`config.mk`:
```
export PLATFORM = sky130hd
export DESIGN_NAME = swd_host
export DESIGN_NICKNAME = d
export VERILOG_FILES = /design/src/rtl/swd_host_pkg.sv /design/src/rtl/swd_host_ctrl.sv /design/src/rtl/swd_host_dp.sv /design/src/rtl/swd_host.sv
export SDC_FILE = /design/constraint.sdc
export NUM_CORES = 1
export LEC_CHECK = 0
export BUFFER_PORTS_ARGS = -buffer_cell sky130_fd_sc_hd__buf_2
export CELL_PAD_IN_SITES_DETAIL_PLACEMENT = 1
export CELL_PAD_IN_SITES_GLOBAL_PLACEMENT = 2
export CORE_MARGIN = 2
export CORE_UTILIZATION = 33
export CTS_CLUSTER_SIZE = 14
export DETAILED_ROUTE_END_ITERATION = 12
export PLACE_DENSITY = 0.76
export SLEW_MARGIN = 20
export SYNTH_ARGS = -nofsm -noshare
export SYNTH_HDL_FRONTEND = slang
export SYNTH_SLANG_ARGS = --single-unit
export TNS_END_PERCENT = 30
```
`constraint.sdc`:
```
create_clock -name clk -period 5.9 [get_ports clk]
set_clock_uncertainty 0.05 [all_clocks]
set_input_delay 0.59 -clock clk [delete_from_list [all_inputs] [get_ports clk]]
set_output_delay 0.59 -clock clk [all_outputs]
set_load 0.01 [all_outputs]
```
`src/rtl/swd_host_pkg.sv`:
```
package swd_host_pkg;
  typedef enum logic [2:0] {
    ST_OK = 3'd0, ST_WAIT = 3'd1, ST_FAULT = 3'd2, ST_PROTO = 3'd3, ST_PARITY = 3'd4
  } swdStatus_t;

  typedef enum logic [3:0] {
    PH_IDLE, PH_INIT, PH_HDR, PH_TRN1, PH_ACK, PH_TRNW, PH_RDATA,
    PH_RPAR, PH_TRN2, PH_WDATA, PH_WPAR, PH_TAIL
  } swdPhase_t;

  typedef struct packed {
    logic load;
    logic ackSample;
    logic rdSample;
    logic parSample;
    logic wrShift;
    logic finish;
  } swdStrobe_t;

  localparam int BURST_LEN   = 64;
  localparam int SWITCH_LEN  = 16;
  localparam logic [15:0] SWITCH_CODE = 16'h79E7;
  localparam int INIT_LEN    = 5 * BURST_LEN + SWITCH_LEN;
  localparam int HDR_LEN     = 8;
  localparam int ACK_LEN     = 3;
  localparam int DATA_LEN    = 32;
  localparam int RD_TAIL_LEN = 16;
  localparam int WR_TAIL_LEN = 15;
endpackage

```
`src/rtl/swd_host_ctrl.sv`:
```
module swd_host_ctrl
  import swd_host_pkg::*;
#(
  parameter int HALF_DIV = 2
) (
  input  logic       clk,
  input  logic       rstN,
  input  logic       cmdValid,
  input  logic       cmdInit,
  input  logic       cmdRnw,
  input  logic       cmdIgnoreAck,
  input  logic       swdioIn,
  input  logic [2:0] ackSh,
  input  logic [7:0] hdrBits,
  input  logic       wrBit,
  input  logic       wrPar,
  output swdStrobe_t strobe,
  output logic       busy,
  output logic       done,
  output logic       swclk,
  output logic       swdioOut,
  output logic       swdioOe
);
  localparam int DIV_W = (HALF_DIV > 1) ? $clog2(HALF_DIV) : 1;
  localparam int IDX_W = $clog2(INIT_LEN);

  swdPhase_t        phase, nextPhase;
  logic [IDX_W-1:0] bitIdx;
  logic [DIV_W-1:0] divCnt;
  logic             rnwR, ignR;
  logic             bitEnd, lastBit, halfEnd;
  logic [2:0]       ackFull;

  function automatic int phaseLen(input swdPhase_t ph, input logic rd);
    case (ph)
      PH_INIT:            phaseLen = INIT_LEN;
      PH_HDR:             phaseLen = HDR_LEN;
      PH_ACK:             phaseLen = ACK_LEN;
      PH_RDATA, PH_WDATA: phaseLen = DATA_LEN;
      PH_TAIL:            phaseLen = rd ? RD_TAIL_LEN : WR_TAIL_LEN;
      default:            phaseLen = 1;
    endcase
  endfunction

  function automatic logic initBit(input logic [IDX_W-1:0] k);
    int idx;
    idx = int'(k);
    if (idx < BURST_LEN)                             initBit = 1'b1;
    else if (idx < 2 * BURST_LEN)                    initBit = 1'b0;
    else if (idx < 3 * BURST_LEN)                    initBit = 1'b1;
    else if (idx < 3 * BURST_LEN + SWITCH_LEN)
      initBit = SWITCH_CODE[4'(3 * BURST_LEN + SWITCH_LEN - 1 - idx)];
    else if (idx < 4 * BURST_LEN + SWITCH_LEN)       initBit = 1'b1;
    else                                             initBit = 1'b0;
  endfunction

  assign busy    = (phase != PH_IDLE);
  assign halfEnd = (divCnt == DIV_W'(HALF_DIV - 1));
  assign bitEnd  = busy && swclk && halfEnd;
  assign lastBit = (int'(bitIdx) == phaseLen(phase, rnwR) - 1);
  assign ackFull = {swdioIn, ackSh[2:1]};

  always_comb begin
    nextPhase = phase;
    case (phase)
      PH_INIT:  nextPhase = PH_IDLE;
      PH_HDR:   nextPhase = PH_TRN1;
      PH_TRN1:  nextPhase = PH_ACK;
      PH_ACK:   nextPhase = rnwR ? ((ackFull == 3'b001) ? PH_RDATA : PH_TRN2) : PH_TRNW;
      PH_TRNW:  nextPhase = ((ackSh == 3'b001) || ignR) ? PH_WDATA : PH_TAIL;
      PH_RDATA: nextPhase = PH_RPAR;
      PH_RPAR:  nextPhase = PH_TRN2;
      PH_TRN2:  nextPhase = PH_TAIL;
      PH_WDATA: nextPhase = PH_WPAR;
      PH_WPAR:  nextPhase = PH_TAIL;
      PH_TAIL:  nextPhase = PH_IDLE;
      default:  nextPhase = PH_IDLE;
    endcase
  end

  always_comb begin
    strobe           = '0;
    strobe.load      = !busy && cmdValid;
    strobe.ackSample = bitEnd && (phase == PH_ACK);
    strobe.rdSample  = bitEnd && (phase == PH_RDATA);
    strobe.parSample = bitEnd && (phase == PH_RPAR);
    strobe.wrShift   = bitEnd && (phase == PH_WDATA);
    strobe.finish    = bitEnd && lastBit && ((phase == PH_TAIL) || (phase == PH_INIT));
  end

  always_comb begin
    swdioOe  = 1'b1;
    swdioOut = 1'b0;
    case (phase)
      PH_INIT:  swdioOut = initBit(bitIdx);
      PH_HDR:   swdioOut = hdrBits[bitIdx[2:0]];
      PH_WDATA: swdioOut = wrBit;
      PH_WPAR:  swdioOut = wrPar;
      PH_TRN1, PH_ACK, PH_TRNW, PH_RDATA, PH_RPAR, PH_TRN2: swdioOe = 1'b0;
      default:  swdioOut = 1'b0;
    endcase
  end

  always_ff @(posedge clk or negedge rstN) begin
    if (!rstN) begin
      phase  <= PH_IDLE;
      bitIdx <= '0;
      divCnt <= '0;
      swclk  <= 1'b0;
      done   <= 1'b0;
      rnwR   <= 1'b0;
      ignR   <= 1'b0;
    end else begin
      done <= 1'b0;
      if (!busy) begin
        if (cmdValid) begin
          phase  <= cmdInit ? PH_INIT : PH_HDR;
          rnwR   <= cmdRnw;
          ignR   <= cmdIgnoreAck && !cmdRnw;
          bitIdx <= '0;
          divCnt <= '0;
          swclk  <= 1'b0;
        end
      end else if (halfEnd) begin
        divCnt <= '0;
        swclk  <= !swclk;
        if (swclk) begin
          if (lastBit) begin
            phase  <= nextPhase;
            bitIdx <= '0;
            if (nextPhase == PH_IDLE) done <= 1'b1;
          end else begin
            bitIdx <= IDX_W'(bitIdx + 1'b1);
          end
        end
      end else begin
        divCnt <= DIV_W'(divCnt + 1'b1);
      end
    end
  end
endmodule

```
`src/rtl/swd_host_dp.sv`:
```
module swd_host_dp
  import swd_host_pkg::*;
(
  input  logic        clk,
  input  logic        rstN,
  input  swdStrobe_t  strobe,
  input  logic        cmdInit,
  input  logic        cmdApNdp,
  input  logic        cmdRnw,
  input  logic [1:0]  cmdAddr,
  input  logic [31:0] cmdWdata,
  input  logic        cmdIgnoreAck,
  input  logic        swdioIn,
  output logic [7:0]  hdrBits,
  output logic        wrBit,
  output logic        wrPar,
  output logic [2:0]  ackSh,
  output logic [31:0] rdata,
  output swdStatus_t  status
);
  logic [31:0] wrSh, rdSh;
  logic        parErr, modeInit, modeRnw, modeIgn;
  swdStatus_t  ackCode, finalCode;

  assign wrBit = wrSh[0];

  always_comb begin
    case (ackSh)
      3'b001:  ackCode = ST_OK;
      3'b010:  ackCode = ST_WAIT;
      3'b100:  ackCode = ST_FAULT;
      default: ackCode = ST_PROTO;
    endcase
    if (modeInit || modeIgn)       finalCode = ST_OK;
    else if (ackCode != ST_OK)     finalCode = ackCode;
    else if (modeRnw && parErr)    finalCode = ST_PARITY;
    else                           finalCode = ST_OK;
  end

  always_ff @(posedge clk or negedge rstN) begin
    if (!rstN) begin
      hdrBits  <= '0;
      wrSh     <= '0;
      wrPar    <= 1'b0;
      ackSh    <= '0;
      rdSh     <= '0;
      parErr   <= 1'b0;
      modeInit <= 1'b0;
      modeRnw  <= 1'b0;
      modeIgn  <= 1'b0;
      rdata    <= '0;
      status   <= ST_OK;
    end else begin
      if (strobe.load) begin
        hdrBits  <= {1'b1, 1'b0, cmdApNdp ^ cmdRnw ^ cmdAddr[0] ^ cmdAddr[1],
                     cmdAddr[1], cmdAddr[0], cmdRnw, cmdApNdp, 1'b1};
        wrSh     <= cmdWdata;
        wrPar    <= ^cmdWdata;
        ackSh    <= '0;
        rdSh     <= '0;
        parErr   <= 1'b0;
        modeInit <= cmdInit;
        modeRnw  <= cmdRnw;
        modeIgn  <= cmdIgnoreAck && !cmdRnw;
      end
      if (strobe.ackSample) ackSh <= {swdioIn, ackSh[2:1]};
      if (strobe.rdSample)  rdSh  <= {swdioIn, rdSh[31:1]};
      if (strobe.parSample) parErr <= (^rdSh) != swdioIn;
      if (strobe.wrShift)   wrSh  <= {1'b0, wrSh[31:1]};
      if (strobe.finish) begin
        status <= finalCode;
        if (!modeInit && modeRnw) rdata <= rdSh;
      end
    end
  end
endmodule

```
`src/rtl/swd_host.sv`:
```
module swd_host
  import swd_host_pkg::*;
#(
  parameter int HALF_DIV = 2
) (
  input  logic        clk,
  input  logic        rstN,
  input  logic        cmdValid,
  input  logic        cmdInit,
  input  logic        cmdApNdp,
  input  logic        cmdRnw,
  input  logic [1:0]  cmdAddr,
  input  logic [31:0] cmdWdata,
  input  logic        cmdIgnoreAck,
  output logic        busy,
  output logic        done,
  output logic [31:0] rdata,
  output logic [2:0]  status,
  output logic        swclk,
  output logic        swdioOut,
  output logic        swdioOe,
  input  logic        swdioIn
);
  swdStrobe_t strobe;
  logic [7:0] hdrBits;
  logic [2:0] ackSh;
  logic       wrBit, wrPar;
  swdStatus_t statusE;

  assign status = statusE;

  swd_host_ctrl #(.HALF_DIV(HALF_DIV)) u_ctrl (
    .clk(clk), .rstN(rstN), .cmdValid(cmdValid), .cmdInit(cmdInit),
    .cmdRnw(cmdRnw), .cmdIgnoreAck(cmdIgnoreAck), .swdioIn(swdioIn),
    .ackSh(ackSh), .hdrBits(hdrBits), .wrBit(wrBit), .wrPar(wrPar),
    .strobe(strobe), .busy(busy), .done(done), .swclk(swclk),
    .swdioOut(swdioOut), .swdioOe(swdioOe)
  );

  swd_host_dp u_dp (
    .clk(clk), .rstN(rstN), .strobe(strobe), .cmdInit(cmdInit),
    .cmdApNdp(cmdApNdp), .cmdRnw(cmdRnw), .cmdAddr(cmdAddr),
    .cmdWdata(cmdWdata), .cmdIgnoreAck(cmdIgnoreAck), .swdioIn(swdioIn),
    .hdrBits(hdrBits), .wrBit(wrBit), .wrPar(wrPar), .ackSh(ackSh),
    .rdata(rdata), .status(statusE)
  );
endmodule

```
==> results of run 1 <==
==> kinds of logic (layout without fill, tap and decap cells) <==
logic type / after synthesis / after routing / synth area share
flip-flops: 128 / 128 / 0.503
buffers and inverters: 39 / 126 / 0.0273
adder cells (fa/ha/maj): 5 / 5 / 0.00983
other: 1 / 2 / 0.000589
AND/OR/NAND/NOR: 162 / 162 / 0.117
AO/OA/AOI/OAI: 116 / 116 / 0.139
XOR/XNOR: 78 / 78 / 0.110
multiplexers: 42 / 42 / 0.0928
==> worst max-delay path: stages, from the launching register on <==
cell and delay (ns):
dfrtp_1 0.65, inv_1 0.19, or4_1 0.63, ha_1 0.34
xor2_1 0.14, nand3_1 0.10, a21oi_2 0.16, o2111ai_4 0.26
nor4_4 0.32, buf_4 0.52, mux2_2 0.40
==> stage by stage <==
step / hold slack [ns] / power [mW]
2_1_floorplan: 0.244 / 1.01
3_3_place_gp: 0.408 / 1.07
3_5_place_dp: 0.411 / 1.08
5_1_grt: 0.196 / 2.15
6_report: 0.151 / 2.06
4_1_cts: 0.173 / 2.10
==> synthesized netlist by cell type (4+ instances only) <==
| cell | count | area, um2 |
|---|---|---|
| a21oi_1 | 12 | 60.1 |
| a22o_1 | 35 | 307 |
| a22oi_1 | 33 | 248 |
| buf_2 | 4 | 20.0 |
| clkbuf_1 | 26 | 97.6 |
| dfrtp_1 | 128 | 3200 |
| ha_1 | 5 | 62.6 |
| inv_1 | 5 | 18.8 |
| mux2_2 | 6 | 67.6 |
| mux2_4 | 30 | 450 |
| mux2i_1 | 5 | 50.1 |
| nand2_1 | 93 | 349 |
| nand2b_1 | 7 | 43.8 |
| nand3_1 | 6 | 30.0 |
| nand4_1 | 6 | 37.5 |
| nor2_1 | 23 | 86.3 |
| nor3_1 | 5 | 25.0 |
| o21ai_0 | 15 | 75.1 |
| xnor2_1 | 59 | 517 |
| xor2_1 | 18 | 158 |
==> worst max path at each step <==
stage                                 from                         end  slack [ns]  depth (start not counted)
2_1_floorplan  u_ctrl.phase[0]$_DFFE_PN0P_   u_dp.rdata[0]$_DFFE_PN0P_        2.44                         12
3_3_place_gp   u_ctrl.phase[0]$_DFFE_PN0P_  u_dp.rdata[27]$_DFFE_PN0P_        2.11                         10
3_5_place_dp   u_ctrl.phase[0]$_DFFE_PN0P_  u_dp.rdata[28]$_DFFE_PN0P_        1.98                         10
4_1_cts        u_ctrl.phase[0]$_DFFE_PN0P_  u_dp.rdata[28]$_DFFE_PN0P_        1.98                         10
5_1_grt        u_ctrl.phase[0]$_DFFE_PN0P_  u_dp.rdata[27]$_DFFE_PN0P_        1.73                         10
6_report       u_ctrl.phase[0]$_DFFE_PN0P_  u_dp.rdata[27]$_DFFE_PN0P_        1.98                         10
==> layer usage <==
metal,up-vias,track usage,share of wire
met1,2344,0.207,0.46
met2,80,0.265,0.48
met5,-,0,0
li1,2154,-,-
met3,14,0.0453,0.045
met4,0,0.0474,0.012
==> layout make-up <==
| type | count | area, um2 | share of cell area |
|---|---|---|---|
| Clock buffer | 18 | 429 | 0.0567 |
| Clock inverter | 14 | 133 | 0.0175 |
| Inverter | 6 | 22.5 | 0.00298 |
| Multi-Input combinational cell | 405 | 3000 | 0.396 |
| Sequential cell | 128 | 3200 | 0.423 |
| Tap cell | 260 | 325 | 0.0430 |
| Timing Repair Buffer | 88 | 460 | 0.0608 |
==> power by group through the flow <==
| stage | clock network (mW) | registers, mW | logic, mW |
|---|---|---|---|
| 3_3_place_gp | 0 | 0.918 | 0.156 |
| 3_5_place_dp | 0 | 0.919 | 0.160 |
| 6_report | 1.00 | 0.903 | 0.156 |
| 4_1_cts | 1.03 | 0.903 | 0.161 |
| 2_1_floorplan | 0 | 0.905 | 0.109 |
| 5_1_grt | 1.07 | 0.905 | 0.173 |
==> state kept, by name, indices dropped and copies added (netlist names), 3 cells and up <==
| register | cells |
|---|---|
| u_dp.rdSh | 32 |
| u_dp.rdata | 32 |
| u_dp.wrSh | 32 |
| u_ctrl.bitIdx | 9 |
| u_dp.hdrBits | 6 |
| u_ctrl.phase | 4 |
| u_dp.ackSh | 3 |
| u_dp.status | 3 |
==> placed cells by master (no fill, tap or decap), types with 4 or more instances in the layout <==
cell type     n
o21ai_0      15
mux2_2        6
xor2_1       18
mux2i_1       5
nand4_1       6
xnor2_1      59
clkinvlp_4    8
nor2_1       20
a22oi_1      33
nand2_1      93
ha_1          5
a21oi_1      12
buf_2        80
nand3_1       6
and2_1        4
buf_4         8
mux2_4       30
inv_1         5
clkbuf_16    17
a22o_1       35
dfrtp_1     128
nor3_1        5
nand2b_1      7
==> summary.txt, run 1 <==
Routing
  • Routed len/inst: 16.9 um
  • DR DRC count: 0
  • Vias per cell: 5.00
  • Initial DRT Pass Iterations: 4
  • Antenna-violating nets left: 0
  • Initial DRC count: 259
  • Total number of vias: 4592
  • Routed WL: 15500 um

STA
  • Slew @ Worst Pin: 1.00 ns
  • Setup-failing EPs final: 0
  • Final WS setup: 1.98 ns
  • Minimum clock period: 3.92 ns
  • Final Max Tran Viols: 0
  • Part of the cycle the worst path needs: 0.664
  • F_max: 255 MHz
  • Setup TNS: 0 ns
  • Final hold vios: 0
  • Worst rel slew slack: 0.331
  • RSZ-0062 raised after global routing: no

Worst hold path
  • Tightest Hold Check Type: in -> async

Finish
  • Final instance area: 0.00757 mm2
  • Area grow syn2layout: 19.0%
  • FILL cells: 2083
  • N_diodes: 0
  • Non-filler instance count after layout: 919
  • Final net count: 693
  • Core Util, Final: 0.402
  • Layout cells sized above 1: 0.250

Floorplan
  • Die X: 143 um
  • Initial core utilization: 0.338
  • Core box area: 0.0188 mm2
  • Ports: 82
  • Row count: 50
  • Die area: 0.0204 mm2
  • Die Ht: 143 um

Logic synthesis
  • Sequential share of the synthesized area: 0.503
  • Ys async rst share: 1.00
  • Yosys reg bits: 128
  • Syn Inst Count: 571
  • Post-synth top flop: dfrtp_1
  • Syn Area/Cell: 11.1 um2
  • Mapped Area: 0.00636 mm2
  • Post-synth EDFFs: 0
  • Library cells used by synthesis: 55
  • Syn. warnings: 0

Placement
  • Final RePlAce weighted congestion: 0.773
  • DP HPWL: 10500 um
  • Cell count after placement: 887
  • Area post-placement: 0.00701 mm2
  • Dpl ws: 1.98 ns
  • I/O Buffers: 81

Clocking
  • Post-CTS setup buffers: 0
  • Root buffer cell: clkbuf_16
  • Hold-fix buffers at CTS: 0
  • CTS H-tree depth: 4
  • Clk Latency, worst-skew pair: 0.41 ns
  • CTS buffer count: 17
  • Post-CTS sizing: 0
  • Bufs on Longest Clock Path: 2
  • Clock sink count: 128
  • TritonCTS clock tree: done
  • Clk pin slew, worst setup/hold paths: 0.06 ns

Pwr
  • Sequential Power Share: 0.438
  • Pint: 1.54 mW
  • Lkg Pwr: 3.59 nW
  • Combinational power share: 0.076
  • Pwr Density: 272 mW/mm2
  • Clock share of power: 0.486
  • Psw: 0.523 mW
  • Sw Share: 0.254
  • Maximum VDD drop: 0.000171 V

Setup path
  • CP Class: reg -> reg
  • Reg2reg setup slack: 1.98 ns
  • Reg-to-reg critical path endpoint: u_dp.rdata[27]$_DFFE_PN0P_
  • Launch point of the worst reg-to-reg path: u_ctrl.phase[0]$_DFFE_PN0P_
  • Reg2Reg Depth: 10
  • CP arrival: 4.16 ns
  • Worst Setup End Kind: register
  • Worst Setup Start Kind: register
  • Crit-path max FO: 32
  • Critical path required time: 6.15 ns

Global routing
  • Overflow after GRT: 0
  • Total Routing Usage GR: 0.161
  • First-pass GRT wire length: 25800 um
  • Initial antenna violation count: 0
  • Pin count of the biggest net entering global routing: 80
  • Vias in the first global route: 4974

Run
  • Max Cap Viol: 0

Run status
  • Status: completed
Note: power is estimated with default switching activity, not from simulation.
==> run 2: changes to the inputs <==
PLACE_DENSITY = 0.79   (was 0.76)
clock period = 3.5 ns   (was 5.9 ns; I/O delays follow)
==> summary.txt, run 2 (synthesized netlist as in run 1, its figures left out) <==
Setup path
  • Reg2reg setup slack: 0.19 ns
  • Critical path required time: 3.75 ns
  • Crit-path max FO: 32
  • CP Class: reg -> reg
  • Worst Setup End Kind: register
  • Crit path cell chain: inv_1 > or4_1 > ha_1 > xor2_1 > nand3_1 > a21oi_2 > o2111ai_4 > nor4_4 > buf_12 > mux2_2
  • Worst Setup Start Kind: register
  • Slowest cell on crit path: or4_1
  • CP max stage delay: 0.60 ns
  • CP arrival: 3.55 ns

Global routing
  • Total Routing Usage GR: 0.169
  • Overflow after GRT: 0
  • Pin count of the biggest net entering global routing: 45
  • First-pass GRT wire length: 27000 um
  • Initial antenna violation count: 0
  • Vias in the first global route: 5072

Finish
  • FILL cells: 2083
  • N_diodes: 0
  • Final net count: 707
  • Layout cells sized above 1: 0.263
  • Largest regs: u_dp.rdSh (32), u_dp.rdata (32), u_dp.wrSh (32)
  • Non-filler instance count after layout: 932
  • Area taken by multi-input logic gates: 0.00300 mm2
  • Register Area: 0.00320 mm2
  • Most common cell after layout, fill and taps aside: dfrtp_1
  • Area grow syn2layout: 21.9%
  • Most frequent cells in the layout: 128 x dfrtp_1, 93 x nand2_1, 80 x buf_2, 59 x xnor2_1, 35 x a22o_1

Floorplan
  • Die Ht: 143 um
  • Row count: 50
  • Initial core utilization: 0.338
  • Die area: 0.0204 mm2
  • Die X: 143 um
  • Ports: 82
  • Core box area: 0.0188 mm2

Clocking
  • Clock sink count: 128
  • Clk Latency, worst-skew pair: 0.41 ns
  • TritonCTS clock tree: done
  • Clk pin slew, worst setup/hold paths: 0.06 ns
  • Post-CTS setup buffers: 0
  • Bufs on Longest Clock Path: 2
  • Root buffer cell: clkbuf_16
  • CTS H-tree depth: 4
  • CTS buffer count: 17

Pwr
  • Lkg Pwr: 3.71 nW
  • Pwr Density: 476 mW/mm2
  • Maximum VDD drop: 0.000311 V

Routing
  • Antenna-violating nets left: 0
  • DR DRC count: 0
  • Routed WL: 16200 um
  • Routed len/inst: 17.4 um
  • Total number of vias: 4636
  • Initial DRC count: 206
  • Vias per cell: 4.97
  • Initial DRT Pass Iterations: 4

STA
  • Final hold vios: 0
  • Minimum clock period: 3.31 ns
  • Setup-failing EPs final: 0
  • F_max: 302 MHz
  • Part of the cycle the worst path needs: 0.945
  • Slew @ Worst Pin: 0.623 ns
  • Worst rel slew slack: 0.585
  • RSZ-0062 raised after global routing: no
  • Final Max Tran Viols: 0
  • Setup TNS: 0 ns

Placement
  • Cell count after placement: 900
  • Final RePlAce weighted congestion: 0.810
  • I/O Buffers: 81
  • DP HPWL: 11000 um

Worst hold path
  • Tightest Hold Check Type: in -> reg

Run status
  • Status: completed

Run
  • Max Cap Viol: 0
run 2: where the power goes:
group | internal [mW] | total, mW | switching, mW
logic | 0.123 | 0.288 | 0.165
registers | 1.49 | 1.51 | 0.0178
clock network | 1.21 | 1.89 | 0.679
run 2: per-stage QoR:
| stage | cell area (um2) | total power, mW | util | worst slack, ns | hold slack, ns |
|---|---|---|---|---|---|
| 3_3_place_gp | 7120 | 1.82 | 0.378 | 0.314 | 0.350 |
| 6_report | 7750 | 3.69 | 0.412 | 0.193 | 0.115 |
| 3_5_place_dp | 7120 | 1.83 | 0.378 | 0.190 | 0.368 |
| 5_1_grt | 7750 | 3.83 | 0.412 | 0.0605 | 0.101 |
| 2_1_floorplan | 6370 | 1.71 | - | 0.0428 | 0.00441 |
| 4_1_cts | 7750 | 3.74 | 0.412 | 0.172 | 0.0935 |
run 2: worst max-delay path, delay by kind of cell, from the launching register on:
| kind | cells | cell delay, ns |
|---|---|---|
| fa+ha+maj | 1 | 0.34 |
| xor+xnor | 1 | 0.15 |
| flops | 1 | 0.35 |
| mux | 1 | 0.36 |
| compound gates | 2 | 0.41 |
| buf+inv | 2 | 0.37 |
| simple gates | 3 | 1.12 |
run 2: repair_timing:
| action | in CTS | in global routing |
|---|---|---|
| hold endpoints to repair | 41 | 0 |
| resized for setup | 0 | 0 |
| hold buffers | 1 | 0 |
run 2: final cells by class:
type                    count  share of cell area
well taps                 260              0.0420
flip-flops and latches    128               0.413
clock inverters            12              0.0236
repair buffers            102              0.0749
inverters                   6             0.00290
clock buffers              19              0.0571
multi-input cells         405               0.386
run 2: metal layers:
metal  share of wire  routed length, um  GRT usage
met2            0.49               8000      0.280
met1            0.46               7530      0.219
met5               0                  0          0
met3           0.029                474     0.0399
met4           0.015                238     0.0526
run 2: final timing paths:
check                                             from                           to  cells past startpoint
max                        u_ctrl.phase[0]$_DFFE_PN0P_   u_dp.rdata[27]$_DFFE_PN0P_                     10
max in group asynchronous                         rstN    u_dp.rdata[1]$_DFFE_PN0P_                      3
min reg2reg                   u_dp.wrSh[9]$_DFFE_PN0P_     u_dp.wrSh[9]$_DFFE_PN0P_                      2
min in group asynchronous                         rstN  u_dp.hdrBits[3]$_DFFE_PN0P_                      2
min                                         cmdAddr[0]  u_dp.hdrBits[3]$_DFFE_PN0P_                      3
max reg2reg                u_ctrl.phase[0]$_DFFE_PN0P_   u_dp.rdata[27]$_DFFE_PN0P_                     10
